==> config.mk <==
export PLATFORM = sky130hd
export DESIGN_NAME = alu16_core
export DESIGN_NICKNAME = d
export VERILOG_FILES = /design/src/rtl/alu16_pkg.sv /design/src/rtl/alu16_adder.sv /design/src/rtl/alu16_shifter.sv /design/src/rtl/alu16_core.sv
export SDC_FILE = /design/constraint.sdc
export NUM_CORES = 1
export LEC_CHECK = 0
export BUFFER_PORTS_ARGS = -buffer_cell sky130_fd_sc_hd__buf_2
export CAP_MARGIN = 40
export CORE_MARGIN = 5
export CORE_UTILIZATION = 40
export DETAILED_ROUTE_END_ITERATION = 8
export MAX_ROUTING_LAYER = met4
export PLACE_DENSITY = 0.69
export SKIP_LAST_GASP = 1
export SLEW_MARGIN = 10
export SYNTH_ARGS = -nofsm -noshare
export SYNTH_HDL_FRONTEND = slang
export SYNTH_SLANG_ARGS = --single-unit
export TNS_END_PERCENT = 100
==> constraint.sdc <==
create_clock -name vclk -period 18.7
set_clock_uncertainty 0.15 [all_clocks]
set_input_delay 2.805 -clock vclk [all_inputs]
set_output_delay 2.805 -clock vclk [all_outputs]
set_load 0.01 [all_outputs]
==> src/rtl/alu16_pkg.sv <==
package alu16_pkg;

  typedef enum logic [2:0] {
    OP_OR  = 3'b000,
    OP_AND = 3'b001,
    OP_ADD = 3'b010,
    OP_SUB = 3'b011,
    OP_SLL = 3'b100,
    OP_SRL = 3'b101,
    OP_SRA = 3'b110,
    OP_SLT = 3'b111
  } alu_op_e;

  // Two's-complement overflow from the sign bits of the effective operands and the sum.
  function automatic logic f_signed_ovf(input logic a_msb, input logic b_msb, input logic s_msb);
    return (a_msb == b_msb) && (s_msb != a_msb);
  endfunction

  function automatic logic f_is_shift(input alu_op_e op);
    return (op == OP_SLL) || (op == OP_SRL) || (op == OP_SRA);
  endfunction

  // Signed less-than from the subtract result sign and its overflow.
  function automatic logic f_signed_lt(input logic diff_msb, input logic ovf);
    return diff_msb ^ ovf;
  endfunction

endpackage

==> src/rtl/alu16_adder.sv <==
module alu16_adder #(
  parameter int W = 16
) (
  input  logic [W-1:0] a_i,
  input  logic [W-1:0] b_i,
  input  logic         sub_i,
  output logic [W-1:0] sum_o,
  output logic         cout_o,
  output logic         sovf_o
);
  import alu16_pkg::*;

  logic [W-1:0] b_eff;
  logic [W:0]   carry;

  assign b_eff    = b_i ^ {W{sub_i}};
  assign carry[0] = sub_i;

  for (genvar i = 0; i < W; i++) begin : g_fa
    assign sum_o[i]   = a_i[i] ^ b_eff[i] ^ carry[i];
    assign carry[i+1] = (a_i[i] & b_eff[i]) | (carry[i] & (a_i[i] ^ b_eff[i]));
  end

  assign cout_o = carry[W];
  assign sovf_o = f_signed_ovf(a_i[W-1], b_eff[W-1], sum_o[W-1]);

  always_comb begin
    AST_SUM_MATCH: assert ({cout_o, sum_o} == ({1'b0, a_i} + {1'b0, b_eff} + {{W{1'b0}}, sub_i}));
  end

endmodule

==> src/rtl/alu16_shifter.sv <==
module alu16_shifter #(
  parameter int W  = 16,
  parameter int SW = $clog2(W)
) (
  input  logic [W-1:0]  a_i,
  input  logic [SW-1:0] amt_i,
  input  logic          left_i,
  input  logic          arith_i,
  output logic [W-1:0]  y_o
);
  logic [W-1:0] stage [0:SW];
  logic         fill;

  assign fill     = arith_i & a_i[W-1];
  assign stage[0] = a_i;

  for (genvar k = 0; k < SW; k++) begin : g_stage
    localparam int D = 1 << k;
    logic [W-1:0] fill_mask;
    assign fill_mask  = fill ? ~({W{1'b1}} >> D) : '0;
    assign stage[k+1] = !amt_i[k] ? stage[k]
                      : (left_i ? (stage[k] << D) : ((stage[k] >> D) | fill_mask));
  end

  assign y_o = stage[SW];

  always_comb begin
    if (amt_i == '0) AST_SHIFT_ZERO: assert (y_o == a_i);
    if (!left_i && arith_i && a_i[W-1]) AST_SRA_TOP: assert (y_o[W-1]);
  end

endmodule

==> src/rtl/alu16_core.sv <==
module alu16_core #(
  parameter int W  = 16,
  parameter int SW = $clog2(W)
) (
  input  logic [W-1:0] opa_i,
  input  logic [W-1:0] opb_i,
  input  logic [2:0]   op_i,
  output logic [W-1:0] res_o,
  output logic         sovf_o,
  output logic         uovf_o,
  output logic         eq_o
);
  import alu16_pkg::*;

  alu_op_e      op;
  logic         use_sub;
  logic [W-1:0] sum;
  logic         carry_out;
  logic         add_sovf;
  logic [W-1:0] shifted;
  logic         less;

  assign op      = alu_op_e'(op_i);
  assign use_sub = (op == OP_SUB) || (op == OP_SLT);

  alu16_adder #(.W(W)) u_add (
    .a_i   (opa_i),
    .b_i   (opb_i),
    .sub_i (use_sub),
    .sum_o (sum),
    .cout_o(carry_out),
    .sovf_o(add_sovf)
  );

  alu16_shifter #(.W(W), .SW(SW)) u_shf (
    .a_i    (opa_i),
    .amt_i  (opb_i[SW-1:0]),
    .left_i (op == OP_SLL),
    .arith_i(op == OP_SRA),
    .y_o    (shifted)
  );

  assign less = f_signed_lt(sum[W-1], add_sovf);

  always_comb begin
    unique case (op)
      OP_OR:   res_o = opa_i | opb_i;
      OP_AND:  res_o = opa_i & opb_i;
      OP_ADD,
      OP_SUB:  res_o = sum;
      OP_SLT:  res_o = {{(W-1){1'b0}}, less};
      default: res_o = shifted;
    endcase
  end

  assign sovf_o = ((op == OP_ADD) || (op == OP_SUB)) & add_sovf;
  assign uovf_o = (op == OP_ADD) & carry_out;
  assign eq_o   = ~|(opa_i ^ opb_i);

  always_comb begin
    AST_EQ_FLAG: assert (eq_o == (opa_i == opb_i));
    if (op != OP_ADD && op != OP_SUB) AST_NO_OVERFLOW: assert (!sovf_o && !uovf_o);
    if (op == OP_SUB) AST_SUB_NO_UOVF: assert (!uovf_o);
    if (op == OP_SLT) AST_SLT_UPPER: assert (res_o[W-1:1] == '0);
    if (f_is_shift(op) && opb_i[SW-1:0] == '0) AST_SHIFT_PASS: assert (res_o == opa_i);
  end

endmodule

After elaboration in Yosys (flattened, before gate mapping)
Index checks and enable logic that the tools add are counted.
{"block": "word_totals", "reg_bits": 0, "in_bits": 35, "output_inout_bits": 19, "wordCells": 120}
{"block": "classes", "n_eq_ne": 8, "mux": 13, "bitwise": 92, "reduce_logical": 7}
{"op": "$mux W16", "count": 12}
{"op": "$pmux W16 S4", "count": 1}
{"op": "$and A1 B1 Y1", "count": 35}
{"op": "$xor A1 B1 Y1", "count": 33}
{"op": "$xor A16 B16 Y16", "count": 2}
{"op": "$and A16 B16 Y16", "count": 1}
{"op": "$or A1 B1 Y1", "count": 16}
{"op": "$or A12 B16 Y16", "count": 1}
{"op": "$or A14 B16 Y16", "count": 1}
{"op": "$or A15 B16 Y16", "count": 1}
{"op": "$or A16 B16 Y16", "count": 1}
{"op": "$or A8 B16 Y16", "count": 1}
{"op": "$reduce_or A16 Y1", "count": 1}
{"op": "$eq A3 B3 Y1 const B", "count": 3}
{"op": "$eq A3 B2 Y1 const B", "count": 2}
{"op": "$eq A3 B1 Y1 const B", "count": 1}
{"op": "$logic_not A3 Y1", "count": 1}
{"op": "$logic_or A1 B1 Y1", "count": 2}
{"op": "$reduce_or A2 Y1", "count": 1}
{"op": "$eq A1 B1 Y1", "count": 1}
{"op": "$logic_and A1 B1 Y1", "count": 1}
{"op": "$logic_not A1 Y1", "count": 1}
{"op": "$ne A1 B1 Y1", "count": 1}

Logic depth before layout (Yosys ltp)
{"block": "depth", "ltp_word": 39, "depth_mapped": 24, "depth_no_buf": 21}

Hierarchy
A second synthesis with hierarchy kept.
{"block": "unflattened", "cells_unflattened": 491, "hier_area_um2": 3370.7}
{"module": "alu16_shifter", "instances": 1, "cells_per_inst": 237, "area_each_um2": 1478.9, "seq_area_each_um2": 0.0}
{"module": "alu16_core", "instances": 1, "cells_per_inst": 189, "area_each_um2": 1278.7, "seq_area_each_um2": 0.0}
{"module": "alu16_adder", "instances": 1, "cells_per_inst": 65, "area_each_um2": 613.1, "seq_area_each_um2": 0.0}

Worst setup path before layout
OpenSTA, ideal clock, no wires.
{"block": "synth_timing", "path_kind": "input-to-output", "from": "input port op_i[0]", "to": "output port sovf_o", "arrival_ns": 10.762, "required_ns": 15.745, "setup_slack_ns": 4.983, "path_stages": 24, "n_path_buf": 3, "cell_sequence": "buf_6 buf_2 nand2_1 clkbuf_1 o21ai_0 fa_1 fa_1 fa_1 fa_1 fa_1 fa_1 fa_1 fa_1 fa_1 fa_1 fa_1 fa_1 fa_1 inv_1 fa_1 inv_1 fa_1 xnor2_1 nor4b_1"}
{"block": "synth_between", "elab_chain_cells": 38, "elab_cells_between_ends": 72, "cone_classes": "eq/ne: 5; bitwise: 64; reduce/logical: 3"}
{"item": "start: declaration", "line_no": "alu16_core.sv:7", "text": "input logic [2:0] op_i,"}
{"item": "$eq A3 B2 Y1 / $eq A3 B3 Y1 (equally long branches)", "line_no": "alu16_core.sv:24, alu16_core.sv:56"}
{"item": "$logic_or A1 B1 Y1", "line_no": "alu16_core.sv:24", "text": "assign use_sub = (op == OP_SUB) || (op == OP_SLT);"}
{"item": "$xor A16 B16 Y16", "line_no": "alu16_adder.sv:16", "text": "assign b_eff = b_i ^ {W{sub_i}};"}
{"item": "$xor A1 B1 Y1", "line_no": "alu16_adder.sv:21", "text": "assign carry[i+1] = (a_i[i] & b_eff[i]) | (carry[i] & (a_i[i] ^ b_eff[i]));"}
{"item": "$and A1 B1 Y1", "line_no": "alu16_adder.sv:21"}
{"item": "$or A1 B1 Y1", "line_no": "alu16_adder.sv:21"}
{"item": "$and A1 B1 Y1", "line_no": "alu16_adder.sv:21"}
{"item": "$or A1 B1 Y1", "line_no": "alu16_adder.sv:21"}
{"item": "(+22 left out)"}
{"item": "$and A1 B1 Y1", "line_no": "alu16_adder.sv:21"}
{"item": "$or A1 B1 Y1", "line_no": "alu16_adder.sv:21"}
{"item": "$and A1 B1 Y1", "line_no": "alu16_adder.sv:21"}
{"item": "$or A1 B1 Y1", "line_no": "alu16_adder.sv:21"}
{"item": "$xor A1 B1 Y1", "line_no": "alu16_adder.sv:20", "text": "assign sum_o[i] = a_i[i] ^ b_eff[i] ^ carry[i];"}
{"item": "$ne A1 B1 Y1", "line_no": "alu16_pkg.sv:16", "text": "return (a_msb == b_msb) && (s_msb != a_msb);"}
{"item": "$logic_and A1 B1 Y1", "line_no": "alu16_pkg.sv:16"}
{"item": "$and A1 B1 Y1 *", "line_no": "alu16_core.sv:56", "text": "assign sovf_o = ((op == OP_ADD) || (op == OP_SUB)) & add_sovf;"}
{"item": "end: declaration", "line_no": "alu16_core.sv:9", "text": "output logic sovf_o,"}
Mark *: on every way between the ends. The rest lies on a longest branch, timed or not.

Worst setup path in the final report
{"block": "layout_timing", "from": "input port op_i[1]", "to": "output port sovf_o"}
The elaborated chain is that of the path after synthesis.

==> key figures <==
Hold path
  • Hold path cells: 3
  • Hold Crit Class: in2out

Global route
  • Vias in the first global route: approximately 3800
  • Largest net degree at the start of global routing: 55
  • First-pass GRT wire length: 21.2 mm
  • Initial antenna violation count: 0
  • GR Util All Layers: 0.265
  • Total global routing overflow: 0

Detailed routing
  • Avg Vias per Cell: slightly below 7
  • Total Wirelength: approximately 13 mm
  • DR iter-0 viols: just over 700
  • Routed Antenna Nets: 0
  • Drt drc: 0
  • Avg WL per Cell: 22.4 um
  • Drt pass-1 iters: 5
  • Via count: about 4000

Layout
  • Sequential cell count: 0
  • Ant. Diodes: 0
  • Multi-input logic area: approximately 3000 um^2
  • Clock buf count: 0
  • Most common cell after layout, fill and taps aside: buf_2
  • Sequential Area: 0 um^2
  • Net count, final: 578
  • Final std cell area, no fill: approximately 3500 um^2
  • Area Overhead vs Synth: 6.42%
  • Filler Cell Count: 869
  • Most used cells in the layout excluding fill and tap cells: buf_2 (54), nand2_1 (46), o21ai_0 (42), a21oi_1 (42), nor2_1 (40)
  • Share of cells above drive strength 1: 0.156

Timing
  • Rel. slew slack: 0.421
  • Crit share post-route: 0.766
  • Fin. max-slew vios: 0
  • Setup TNS: 0 ns
  • Hold Vio Cnt, Final: 0
  • Worst Tran Pin Value: between 0.8 and 0.9 ns
  • Count of final setup violators: 0
  • Fmax: roughly 70 MHz
  • Unrepaired setup endpoints after global routing: no
  • Tmin final: around 14 ns

Critical path
  • Critical path launch point type: input pin
  • Slowest CP cell: nand2_1
  • Max stage delay on crit path: 0.68 ns
  • Worst path most repeated cell: fa_1
  • Critical path arrival: ~11 ns
  • Critical Path End: sovf_o
  • Critical Path Fanout Max: 30
  • Crit path required time: between 15 and 20 ns
  • Critical Path Start: op_i[1]
  • Crit path cell chain: buf_2, nand2_1, xnor2_1, fa_1, fa_1, fa_1, fa_1, fa_1, fa_1, fa_1, fa_1, fa_1, fa_1, fa_1, fa_1, fa_1, inv_1, fa_1, inv_1, fa_1, xnor2_1, nor4b_1, buf_2
  • CP top delay family: adder cells
  • Setup crit end kind: output pin
  • CP Depth: 23
  • Critical path buffers and inverters: 4
  • Crit path kind: in2out

Clock network
  • Post-CTS Setup Repair Bufs: 0
  • CTS resizes: 0
  • # hold bufs at CTS: 0

Place
  • Port bufs: 54
  • DP Area: between 3000 and 4000 um^2
  • Hpwl dp: approximately 9.7 mm
  • Routability cong.: ~1.0

Synthesis
  • Synth Instances: 484
  • Syn Area/Cell: about 7 um^2
  • Yosys warnings: 0
  • Seq/Total Area, Yosys: 0
  • Synth cell types: 70
  • Syn nets: 567
  • Cell Area, Synth: between 3000 and 4000 um^2

Power
  • Peak VDD IR: roughly 0.000015 V
  • Cell leakage power: ~0.0015 uW
  • Pwr dens: approximately 30 nW/um^2

Status
  • Outcome: completed

Floorplanning
  • Die X: around 100 um
  • Die height: 101 um
  • Die area: slightly above 10000 um^2
  • Row cnt: 33
  • IO Pins: 54
  • Starting Density: 0.408
  • Core Box Area: a little over 8000 um^2

Run
  • Max Cap Viol: 0
==> cells in the mapped netlist (5+ instances only) <==
master,number,area (um^2)
a211oi_1,13,97.6
a21oi_1,42,210
a22o_1,6,52.6
a31oi_1,12,75.1
buf_2,14,70.1
clkbuf_1,28,105
fa_1,15,300
ha_1,33,413
inv_1,36,135
mux2i_1,9,90.1
nand2_1,46,173
nand3_1,6,30.0
nor2_1,40,150
nor3_1,8,40.0
nor4_1,6,37.5
o211ai_1,6,45.0
o21ai_0,42,210
o221ai_1,6,52.6
o22ai_1,6,37.5
o32ai_1,5,43.8
xnor2_1,16,140
==> tightest hold or removal path, delay by kind of cell <==
kind            cells  cell delay (ns)
compound gates      1             0.18
buf+inv             2             0.38
==> final cells by class <==
class | instances | area share
timing repair buffer | 59 | 0.0867
tap | 105 | 0.0370
inverter | 37 | 0.0391
multi-input combinational | 397 | 0.837
==> through the flow <==
stage | cells | util | setup slack, ns | hold slack [ns] | total power (uW)
finish | 598 | 0.434 | 4.38 | 6.03 | 108
global route | 598 | 0.434 | 3.97 | 6.06 | 118
CTS | 598 | 0.434 | 4.39 | 6.02 | 106
detailed placement | 598 | 0.434 | 4.40 | 6.02 | 105
global placement | 598 | 0.434 | 4.63 | 6.01 | 104
floorplan | 484 | - | 4.98 | 5.68 | 71.1
==> power breakdown <==
part | switching, uW | total, uW | internal (uW)
clock | 0 | 0 | 0
sequential | 0 | 0 | 0
combinational | 67.8 | 108 | 40.6
total | 67.8 | 108 | 40.6
==> how the worst min path moves through the flow <==
stage | startpoint | to | slack, ns
after global routing | op_i[2] | res_o[8] | 6.06
after global placement | opa_i[15] | sovf_o | 6.01
after floorplan | opa_i[15] | sovf_o | 5.68
after detailed placement | opa_i[15] | sovf_o | 6.02
after CTS | opa_i[15] | sovf_o | 6.02
final | op_i[2] | res_o[8] | 6.03
==> cells by family (layout without fill, tap and decap cells) <==
group	count (synthesis)	count (layout)	share of synthesized area
AND/OR/NAND/NOR	134	134	0.197
buffers and inverters	87	96	0.111
adder cells (fa/ha/maj)	48	48	0.214
XOR/XNOR	16	16	0.0420
AO/OA/AOI/OAI	184	184	0.376
multiplexers	15	15	0.0608
==> routing by layer <==
metal	track usage	wire [um]
met3	0.0558	1920
met5	-	0
met1	0.373	5440
met4	0.0624	467
met2	0.387	5600
(Power assumes the default switching activity.)
